**src/rtl/uart_irq_ident.sv**
```systemverilog
module uart_irq_ident (
  input  logic       clk,
  input  logic       rst_n,
  input  logic       ev_lerr,
  input  logic       ev_rxrdy,
  input  logic       ev_thre,
  input  logic       en_lerr,
  input  logic       en_rxrdy,
  input  logic       en_thre,
  input  logic       rd_lsr,
  input  logic       rd_rbr,
  input  logic       rd_iid,
  input  logic       wr_thr,
  output logic [2:0] pend_id,
  output logic [1:0] top_src,
  output logic       irq
);
  logic [2:0] set_v, clr_v, en_v;

  assign en_v  = {en_lerr, en_rxrdy, en_thre};
  assign set_v = {ev_lerr, ev_rxrdy, ev_thre} & en_v;
  assign clr_v = {rd_lsr, rd_rbr, rd_iid | wr_thr};

  always_ff @(posedge clk or negedge rst_n)
    if (!rst_n) pend_id <= 3'b000;
    else        pend_id <= set_v | (pend_id & ~clr_v);

  assign irq = |(pend_id & en_v);

  always_comb begin
    if (pend_id[2])      top_src = 2'd3;
    else if (pend_id[1]) top_src = 2'd2;
    else if (pend_id[0]) top_src = 2'd1;
    else                 top_src = 2'd0;
  end

  a_r2_lerr_set: assert property (@(posedge clk) disable iff (!rst_n)
    (ev_lerr && en_lerr) |=> pend_id[2]);
  a_r3_rx_clear: assert property (@(posedge clk) disable iff (!rst_n)
    (rd_rbr && !(ev_rxrdy && en_rxrdy)) |=> !pend_id[1]);
  a_r4_thre_clear: assert property (@(posedge clk) disable iff (!rst_n)
    ((rd_iid || wr_thr) && !(ev_thre && en_thre)) |=> !pend_id[0]);
  a_r7_masked_hold: assert property (@(posedge clk) disable iff (!rst_n)
    (!en_lerr && !rd_lsr) |=> $stable(pend_id[2]));
  a_r9_top_line: assert property (@(posedge clk) disable iff (!rst_n)
    pend_id[2] |-> top_src == 2'd3);
  a_r8_irq_idle: assert property (@(posedge clk) disable iff (!rst_n)
    (pend_id == 3'b000) |-> !irq);
endmodule

```
**config.mk**
```make
export PLATFORM = sky130hd
export DESIGN_NAME = uart_irq_ident
export DESIGN_NICKNAME = d
export VERILOG_FILES = /design/src/rtl/uart_irq_ident.sv
export SDC_FILE = /design/constraint.sdc
export NUM_CORES = 1
export LEC_CHECK = 0
export BUFFER_PORTS_ARGS = -buffer_cell sky130_fd_sc_hd__buf_4
export CAP_MARGIN = 5
export CORE_AREA = 2 2 39 41
export CTS_CLUSTER_DIAMETER = 30
export DETAILED_ROUTE_END_ITERATION = 6
export DIE_AREA = 0 0 41 43
export SYNTH_ARGS = -nofsm -noshare
export SYNTH_HDL_FRONTEND = slang
export SYNTH_SLANG_ARGS = --single-unit
```
**constraint.sdc**
```tcl
create_clock -name clk -period 1 [get_ports clk]
set_clock_uncertainty 0.2 [all_clocks]
set_input_delay 0.05 -clock clk [delete_from_list [all_inputs] [get_ports clk]]
set_output_delay 0.05 -clock clk [all_outputs]
set_load 0.1 [all_outputs]
```
== Word level (Yosys, flattened, before mapping) ==
Index checks and enable logic that the tools add are counted.

* Bits in registers: 3
* Bits of input ports: 12

* Muxes and demuxes: 3
* Bitwise operators: 6
* Reduce and logical (&&, ||, !) cells: 1

{| class="wikitable"
|+ Operators with widths
! operator !! number
|-
| $and 3x3->3 || 3
|-
| $mux 2 || 2
|-
| $not 3->3 || 1
|-
| $or 3x3->3 || 1
|-
| $reduce_or 3->1 || 1
|-
| $mux 1 || 1
|-
| $or 1x1->1 || 1
|}

== Logic depth before layout (Yosys ltp) ==
Gate-level depths: netlist (run 1).

* Depth in word-level cells: 4
* Mapped depth: 2

== Worst setup path after synthesis (run 1) ==
No wires, ideal clock.

* Path type: register -> output
* From: reg pend_id[0]
* To: out irq
* Arrival time: 1.832 ns
* Setup slack: -1.082 ns
* Stages on the path, launching flop included: 3
* Path buffers: 0
* Path through: dfrtp_1 > a222oi_1 > inv_1

* Cells in the longest elaborated chain, start to end: 2

{| class="wikitable"
|+ Ends and longest elaborated chain
! element !! line !! RTL
|-
| from (decl) || 14 || <nowiki>output logic [2:0] pend_id,</nowiki>
|-
| from (signal assigned) || 26 || <nowiki>else pend_id <= set_v | (pend_id & ~clr_v);</nowiki>
|-
| $and 3x3->3 || 28 || <nowiki>assign irq = |(pend_id & en_v);</nowiki>
|-
| $reduce_or 3->1 || 28 ||
|-
| to (decl) || 16 || <nowiki>output logic irq</nowiki>
|}

No other way between the ends.

== Worst setup path after layout (run 1) ==
Ends and elaborated chain as after synthesis.

==> run_results.csv, run 1 <==
group,metric,value,unit
outcome,status,"complete, but fails checks",
outcome,violations,"hold timing, setup timing",
layout,largestRegisters,"pend_id x3",
setup_path,end_kind,"output port",
clock_network,clock_latency,0.23,ns
layout,ff_latch_area,86.3,um2
sta,worstMarginPinSlew,0.323,ns
clock_network,clkTransAtPathRegs,0.04,ns
floorplanning,std_cell_rows,14,
floorplanning,coreArea,1380,um2
global_route,antenna_found_initial,0,
power_and_ir_drop,internal_power,0.000497,W
setup_path,cp_max_fo,2,
route,wl,676,um
global_route,gr-usage-all-layers,0.0927,
clock_network,cts_tree,"done",
route,drtPass1Iterations,4,
clock_network,cts_max_path_buffers,2,
route,drtAntennaViolNets,0,
setup_path,cp-start-kind,"flop",
layout,fillers,126,
setup_path,cp-startpoint,"pend_id[0]",
sta,relSlewSlack,0.784,
logic_synthesis,ys_seq_area_frac,0.536,
sta,fmaxAchievable,648,MHz
layout,largest_reg_flops,3,
power_and_ir_drop,p_sw,0.000338,W
global_route,grt_max_degree,4,
route,drtIter0Drc,2,
logic_synthesis,ys_types,8,
logic_synthesis,synth_area_leaders,"dfrtp_1, inv_1, nand2_1, a222oi_1, a22o_2",
logic_synthesis,postSynthCellCount,15,
min_path,min_from,"ev_thre",
power_and_ir_drop,p_clk_frac,0.254,
layout,antennaDiodeCount,0,
place,io_buffers,17,
sta,fin_crit_sh,1.54,
floorplanning,start_util,0.101,
sta,slew_violations,0,
setup_path,reg2reg_from,"pend_id[1]",
clock_network,postCtsHoldBufs,7,
floorplanning,fp.dieH,43,um
power_and_ir_drop,p_comb_frac,0.568,
power_and_ir_drop,leakagePower,0.272,nW
layout,post-route-util,0.421,
setup_path,crit_arrival,1.29,ns
global_route,grt_pass1_vias,245,
floorplanning,die_w,41,um
power_and_ir_drop,power.share.switching,0.404,
sta,setup-violations-final,9,
layout,drive_above_1_share,0.780,
floorplanning,die_area,1760,um2
global_route,grt_overflow,0,
setup_path,crit_type,"flop to output port",
logic_synthesis,yosys_register_bits,3,
min_path,hold_path_class,"primary input to flop",
power_and_ir_drop,p_seq_frac,0.178,
logic_synthesis,synth_area_per_cell,9.34,um2
clock_network,clkSinkCount,3,
run,drv_cap,0,
route,routed_via_density,3.79,
logic_synthesis,yosys_warnings,0,
logic_synthesis,synth_top_area_frac,0.536,
logic_synthesis,synth.cell_area,140,um2
logic_synthesis,synth.largest_area_cell,"dfrtp_1",
power_and_ir_drop,irDropWorstVdd,0.550,mV
sta,hold_viol,5,
sta,rsz0062_at_grt,"yes",
route,vias,250,
clock_network,numCtsBuffers,3,
logic_synthesis,syn-num-nets,27,
clock_network,htreeDepth,1,
layout,final_cell_mix,"buf_4, dlygate4sd3_1, buf_6, buf_12",
global_route,grt_pass1_wl,924,um
place,dp_hpwl,426,um
sta,min_period,1.54,ns
floorplanning,io_pins,18,
place,gp_congestion,0.593,
route,wl_per_cell,10.2,um
layout,final_common_cell,"buf_4",
layout,multiInputGateArea,83.8,um2
layout,fin_nets,63,
setup_path,required,0.75,ns
place,post-place-ws,-0.348,ns
route,drc,0,
sta,holdWs,-0.144,ns
clock_network,cts_root_buffer,"clkbuf_4",
layout,syn_to_final_growth,316,%
sta,setup_ws,-0.543,ns
layout,largest-register,"pend_id",
power_and_ir_drop,power_density,1430,nW/um2
==> final timing paths <==
check                      slack, ns  cells past startpoint    endpoint
hold / removal                 -0.14                      2  pend_id[0]
setup / recovery               -0.54                      3         irq
setup reg to reg               -0.21                      5  pend_id[1]
hold reg to reg                 0.49                      2  pend_id[0]
min in group asynchronous      -0.05                      2  pend_id[2]
max in group asynchronous       0.55                      2  pend_id[1]
==> metrics by stage <==
stage,setup TNS (ns),cells,total power [W],cell area (um2),hold WS [ns]
3_3_place_gp,-1.13,52,0.000488,363,-0.360
2_1_floorplan,-1.53,15,0.000380,173,-0.446
5_1_grt,-2.96,66,0.000878,583,-0.156
4_1_cts,-2.56,65,0.000830,568,-0.148
3_5_place_dp,-1.17,52,0.000489,363,-0.360
6_report,-2.71,66,0.000835,583,-0.144
==> Yosys cell counts <==
| cell | number |
|---|---|
| o21ai_0 | 2 |
| a222oi_1 | 1 |
| inv_1 | 3 |
| nand2_1 | 3 |
| a21o_2 | 1 |
| a22o_2 | 1 |
| nor2_1 | 1 |
| dfrtp_1 | 3 |
==> critical path: stages (launching register included) <==
cell and delay (ns):
dfrtp_4 0.46, a222oi_1 0.36, inv_2 0.06, buf_6 0.19
==> power by group through the flow <==
stage	Sequential [W]	Clock (W)	Combinational, W
after global placement	0.000149	0	0.000340
after global routing	0.000150	0.000237	0.000491
after CTS	0.000150	0.000223	0.000456
after detailed placement	0.000149	0	0.000340
final	0.000149	0.000212	0.000474
after floorplan	0.000230	0	0.000150
==> final cells by class <==
| cell class | instances | area share |
|---|---|---|
| clock buffers | 4 | 0.0451 |
| inverters | 3 | 0.0365 |
| flip-flops and latches | 3 | 0.148 |
| well taps | 16 | 0.0343 |
| multi-input cells | 9 | 0.144 |
| repair buffers | 31 | 0.592 |
==> cells by family after synthesis <==
logic type / after synthesis / share of synthesized area
flops: 3 / 0.536
compound gates: 5 / 0.277
buf+inv: 3 / 0.0804
simple gates: 4 / 0.107
==> metal layers <==
| layer | wire [um] | part of all wire | track usage | vias up |
|---|---|---|---|---|
| met4 | 19 | 0.028 | 0.120 | 0 |
| met3 | 58 | 0.086 | 0.0314 | 2 |
| li1 | - | - | - | 121 |
| met5 | 0 | 0 | 0 | - |
| met1 | 207 | 0.31 | 0.0717 | 113 |
| met2 | 391 | 0.58 | 0.144 | 14 |
==> timing repair <==
action                     CTS  global route
pin swaps                    1             1
hold endpoints to repair     6             5
setup endpoints to repair    9            12
setup buffers                2             2
resized for setup           23             3
No activity file was read; power rests on OpenSTA's default activity.
==> inputs of run 2 (changes only) <==
--- a/config.mk
+++ b/config.mk
@@ -11,6 +11,7 @@
 export CTS_CLUSTER_DIAMETER = 30
 export DETAILED_ROUTE_END_ITERATION = 6
 export DIE_AREA = 0 0 41 43
+export SETUP_SLACK_MARGIN = 0.02
 export SYNTH_ARGS = -nofsm -noshare
 export SYNTH_HDL_FRONTEND = slang
 export SYNTH_SLANG_ARGS = --single-unit
==> run_results.csv, run 2 (same netlist as run 1, synthesis figures left out) <==
group,metric,value,unit
layout,drive_above_1_share,0.780,
setup_path,cpLargestDelayFamily,"flip-flops",
power_and_ir_drop,total_power,0.000835,W
sta,fmaxAchievable,648,MHz
layout,post-route-util,0.421,
setup_path,end_kind,"output port",
layout,final_cell_mix,"buf_4, dlygate4sd3_1, buf_6, buf_12",
layout,fin_nets,63,
layout,largest-register,"pend_id",
setup_path,critical_path_buf_inv_count,2,
power_and_ir_drop,leakagePower,0.272,nW
layout,final_common_cell,"buf_4",
setup_path,cp_max_fo,2,
floorplanning,die_area,1760,um2
setup_path,ff2ff_path_depth,5,
clock_network,cts_max_path_buffers,2,
setup_path,crit_arrival,1.29,ns
run,drv_cap,0,
place,io_buffers,17,
outcome,violations,"hold timing, setup timing",
sta,slew_violations,0,
place,gp_congestion,0.593,
clock_network,numCtsBuffers,3,
route,drtAntennaViolNets,0,
sta,min_period,1.54,ns
global_route,antenna_found_initial,0,
sta,setup_ws,-0.543,ns
layout,syn_to_final_growth,316,%
global_route,grt_max_degree,4,
setup_path,cp-start-kind,"flop",
layout,fillers,125,
setup_path,slowest_delay,0.46,ns
setup_path,crit_type,"flop to output port",
place,dp_hpwl,426,um
setup_path,cp.depth,3,
route,drc,0,
route,wl_per_cell,10.2,um
clock_network,htreeDepth,1,
sta,tns,-2.71,ns
route,drtPass1Iterations,4,
route,vias,250,
floorplanning,fp.dieH,43,um
floorplanning,std_cell_rows,14,
global_route,grt_pass1_wl,924,um
sta,fin_crit_sh,1.54,
setup_path,required,0.75,ns
sta,worstMarginPinSlew,0.323,ns
global_route,grt_pass1_vias,243,
layout,antennaDiodeCount,0,
setup_path,crit_chain,"a222oi_1, inv_2, buf_6",
global_route,gr-usage-all-layers,0.0927,
power_and_ir_drop,power_density,1430,nW/um2
sta,rsz0062_at_grt,"yes",
layout,multiInputGateArea,83.8,um2
route,routed_via_density,3.79,
clock_network,postCtsHoldBufs,6,
clock_network,clock_latency,0.23,ns
clock_network,cts_root_buffer,"clkbuf_4",
route,drtIter0Drc,2,
clock_network,cts_tree,"done",
sta,holdWs,-0.144,ns
outcome,status,"complete, but fails checks",
floorplanning,coreArea,1380,um2
min_path,hold_path_class,"primary input to flop",
sta,setup-violations-final,9,
sta,hold_viol,5,
floorplanning,io_pins,18,
sta,relSlewSlack,0.784,
power_and_ir_drop,irDropWorstVdd,0.550,mV
floorplanning,die_w,41,um
layout,ff_latch_area,86.3,um2
clock_network,clkSinkCount,3,
global_route,grt_overflow,0,
layout,stdcell_count,66,
min_path,whs_path_depth,2,
route,wl,676,um
layout,largestRegisters,"pend_id x3",
clock_network,clkTransAtPathRegs,0.04,ns
place,post-place-cells,52,
setup_path,cpMaxStageDelayCell,"dfrtp_4",
floorplanning,start_util,0.101,
layout,largest_reg_flops,3,
## run 2: cell counts in the layout (fill, tap and decap cells not counted)
Identical to the previous run, type by type.
## run 2: power by group
group          leakage [nW]  total, W  internal, W  switching (W)
logic                 0.223  0.000474     0.000209       0.000265
clock network        0.0150  0.000212     0.000150      0.0000626
registers            0.0333  0.000149     0.000139     0.00000985
## run 2: worst paths after layout
check / from / end / slack, ns
max in group asynchronous: rst_n / pend_id[1] / 0.55
setup reg to reg: pend_id[1] / pend_id[1] / -0.21
setup / recovery: pend_id[0] / irq / -0.54
hold reg to reg: pend_id[0] / pend_id[0] / 0.49
hold / removal: ev_thre / pend_id[0] / -0.14
min in group asynchronous: rst_n / pend_id[2] / -0.06
## run 2: timing repair
item                                    in CTS  in global routing
endpoints found under the setup margin       9                  9
pin swaps                                    1                  1
buffers inserted                             2                  2
resized for setup                           23                  3
hold endpoints to repair                     6                  5
## run 2: layer usage
layer / wire length (um) / track usage / vias up
met5: 0 / 0 / -
met4: 19 / 0.120 / 0
met3: 58 / 0.0314 / 2
met2: 391 / 0.144 / 14
met1: 207 / 0.0717 / 113
li1: - / - / 121
## run 2: final cells by class
| type | count | area share |
|---|---|---|
| Clock buffer | 4 | 0.0451 |
| Inverter | 3 | 0.0365 |
| Multi-Input combinational cell | 9 | 0.144 |
| Sequential cell | 3 | 0.148 |
| Tap cell | 16 | 0.0343 |
| Timing Repair Buffer | 31 | 0.592 |
## run 2: through the flow
| step | area [um2] | setup WS, ns |
|---|---|---|
| 6_report | 583 | -0.543 |
| 5_1_grt | 583 | -0.584 |
| 4_1_cts | 558 | -0.592 |
| 3_5_place_dp | 363 | -0.348 |
| 3_3_place_gp | 363 | -0.329 |
| 2_1_floorplan | 173 | -0.526 |
## run 2: worst reg2reg max path, cell delays in order, from the launching register on
cell	delay [ns]
dfrtp_4	0.49
buf_6	0.13
inv_6	0.05
buf_12	0.10
buf_6	0.09
o21ai_2	0.04
==> inputs of run 3 (changes only) <==
--- a/config.mk
+++ b/config.mk
@@ -11,7 +11,9 @@
 export CTS_CLUSTER_DIAMETER = 30
 export DETAILED_ROUTE_END_ITERATION = 6
 export DIE_AREA = 0 0 41 43
+export HOLD_SLACK_MARGIN = 0.02
 export SETUP_SLACK_MARGIN = 0.02
+export SKIP_CTS_REPAIR_TIMING = 1
 export SYNTH_ARGS = -nofsm -noshare
 export SYNTH_HDL_FRONTEND = slang
 export SYNTH_SLANG_ARGS = --single-unit
==> run_results.csv, run 3 (same netlist as run 1, synthesis figures left out) <==
group,metric,value,unit
layout,syn_to_final_growth,300,%
clock_network,cts_tree,"done",
setup_path,crit_type,"flop to output port",
clock_network,htreeDepth,1,
layout,fillers,138,
setup_path,slowest_delay,0.46,ns
setup_path,cp_max_fo,2,
route,drtIter0Drc,3,
place,detailed_place.area,363,um2
global_route,grt_pass1_vias,212,
layout,final_cell_mix,"buf_4, dlygate4sd3_1, buf_12",
global_route,grt_pass1_wl,779,um
sta,holdWs,-0.143,ns
power_and_ir_drop,leakagePower,0.259,nW
sta,hold_viol,5,
floorplanning,coreArea,1380,um2
route,drc,0,
setup_path,reg2reg_to,"pend_id[0]",
setup_path,cp-startpoint,"pend_id[0]",
sta,setup-violations-final,9,
sta,slew_violations,0,
clock_network,cts_root_buffer,"clkbuf_4",
setup_path,crit_chain,"a222oi_1, inv_2, buf_6",
clock_network,cts_max_path_buffers,2,
min_path,hold_path_class,"primary input to flop",
layout,fin_nets,61,
setup_path,cpMaxStageDelayCell,"dfrtp_4",
layout,drive_above_1_share,0.771,
place,gp_congestion,0.593,
setup_path,required,0.75,ns
sta,min_period,1.57,ns
sta,worstMarginPinSlew,0.326,ns
sta,fin_crit_sh,1.57,
floorplanning,io_pins,18,
floorplanning,fp.dieH,43,um
layout,final_common_cell,"buf_4",
global_route,gr-usage-all-layers,0.0776,
route,wl_per_cell,10.5,um
clock_network,clock_latency,0.23,ns
setup_path,end_kind,"output port",
layout,antennaDiodeCount,0,
power_and_ir_drop,p_sw,0.000334,W
sta,fmaxAchievable,639,MHz
run,drv_cap,0,
sta,setup_ws,-0.565,ns
global_route,grt_overflow,0,
place,dp_hpwl,426,um
power_and_ir_drop,power.share.switching,0.409,
sta,relSlewSlack,0.783,
outcome,status,"complete, but fails checks",
setup_path,reg2reg_from,"pend_id[0]",
setup_path,cp-start-kind,"flop",
global_route,grt_max_degree,4,
layout,largestRegisters,"pend_id x3",
clock_network,clkSinkCount,3,
layout,largest-register,"pend_id",
route,routed_via_density,3.70,
power_and_ir_drop,irDropWorstVdd,0.522,mV
clock_network,clkTransAtPathRegs,0.04,ns
setup_path,crit_arrival,1.32,ns
floorplanning,start_util,0.101,
power_and_ir_drop,p_comb_frac,0.560,
floorplanning,std_cell_rows,14,
clock_network,numCtsBuffers,3,
power_and_ir_drop,p_clk_frac,0.258,
global_route,antenna_found_initial,0,
layout,stdcell_area,561,um2
setup_path,r2r_slack,-0.25,ns
sta,rsz0062_at_grt,"yes",
route,wl,674,um
power_and_ir_drop,internal_power,0.000483,W
setup_path,ff2ff_path_depth,3,
layout,largest_reg_flops,3,
floorplanning,die_area,1760,um2
route,drtAntennaViolNets,0,
place,io_buffers,17,
route,vias,237,
route,drtPass1Iterations,4,
setup_path,crit_end,"irq",
outcome,violations,"hold timing, setup timing",
floorplanning,die_w,41,um
power_and_ir_drop,p_seq_frac,0.182,
power_and_ir_drop,power_density,1460,nW/um2
run 3: cell types whose count changed in the layout (fill, tap and decap cells not counted):
cell   delta
buf_6     -2
run 3: cell type report:
cell class,instances,area (um2),share of cell area
Multi-Input combinational cell,9,83.8,0.150
Clock buffer,4,26.3,0.0469
Inverter,3,21.3,0.0379
Sequential cell,3,86.3,0.154
Timing Repair Buffer,29,323,0.576
Tap cell,16,20.0,0.0357
run 3: how the worst min path moves through the flow:
stage                     cells past startpoint  startpoint  slack (ns)    endpoint
after floorplan                               0       rst_n       -0.45  pend_id[0]
after global placement                        1       rst_n       -0.36  pend_id[0]
after detailed placement                      1       rst_n       -0.36  pend_id[0]
after CTS                                     1       rst_n       -0.61  pend_id[2]
after global routing                          2     ev_thre       -0.16  pend_id[0]
final                                         2     ev_thre       -0.14  pend_id[0]
run 3: power groups by stage:
stage / clock [W] / combinational [W] / sequential, W
finish: 0.000211 / 0.000457 / 0.000149
global route: 0.000237 / 0.000472 / 0.000149
CTS: 0.000223 / 0.000341 / 0.000147
detailed placement: 0 / 0.000340 / 0.000149
global placement: 0 / 0.000340 / 0.000149
floorplan: 0 / 0.000150 / 0.000230
run 3: metal layers:
metal / track usage / vias up / share of wire
met5: 0 / - / 0
met4: 0.120 / 0 / 0.028
met3: 0.0314 / 2 / 0.077
met2: 0.106 / 12 / 0.57
met1: 0.0619 / 106 / 0.32
li1: - / 117 / -
run 3: worst max-delay path: cells and delay by family, from the launching register on:
family / cells / cell delay (ns)
AOI/OAI and AO/OA: 1 / 0.38
DFF: 1 / 0.46
buffers and inverters: 2 / 0.25
run 3: per-stage QoR:
step / cells / power [W] / setup TNS (ns) / setup slack (ns) / utilization
6_report: 64 / 0.000817 / -2.76 / -0.565 / 0.405
5_1_grt: 64 / 0.000859 / -3.00 / -0.602 / 0.405
4_1_cts: 56 / 0.000712 / -2.68 / -0.601 / 0.281
3_5_place_dp: 52 / 0.000489 / -1.17 / -0.348 / 0.262
3_3_place_gp: 52 / 0.000488 / -1.13 / -0.329 / 0.262
2_1_floorplan: 15 / 0.000380 / -1.53 / -0.526 / -
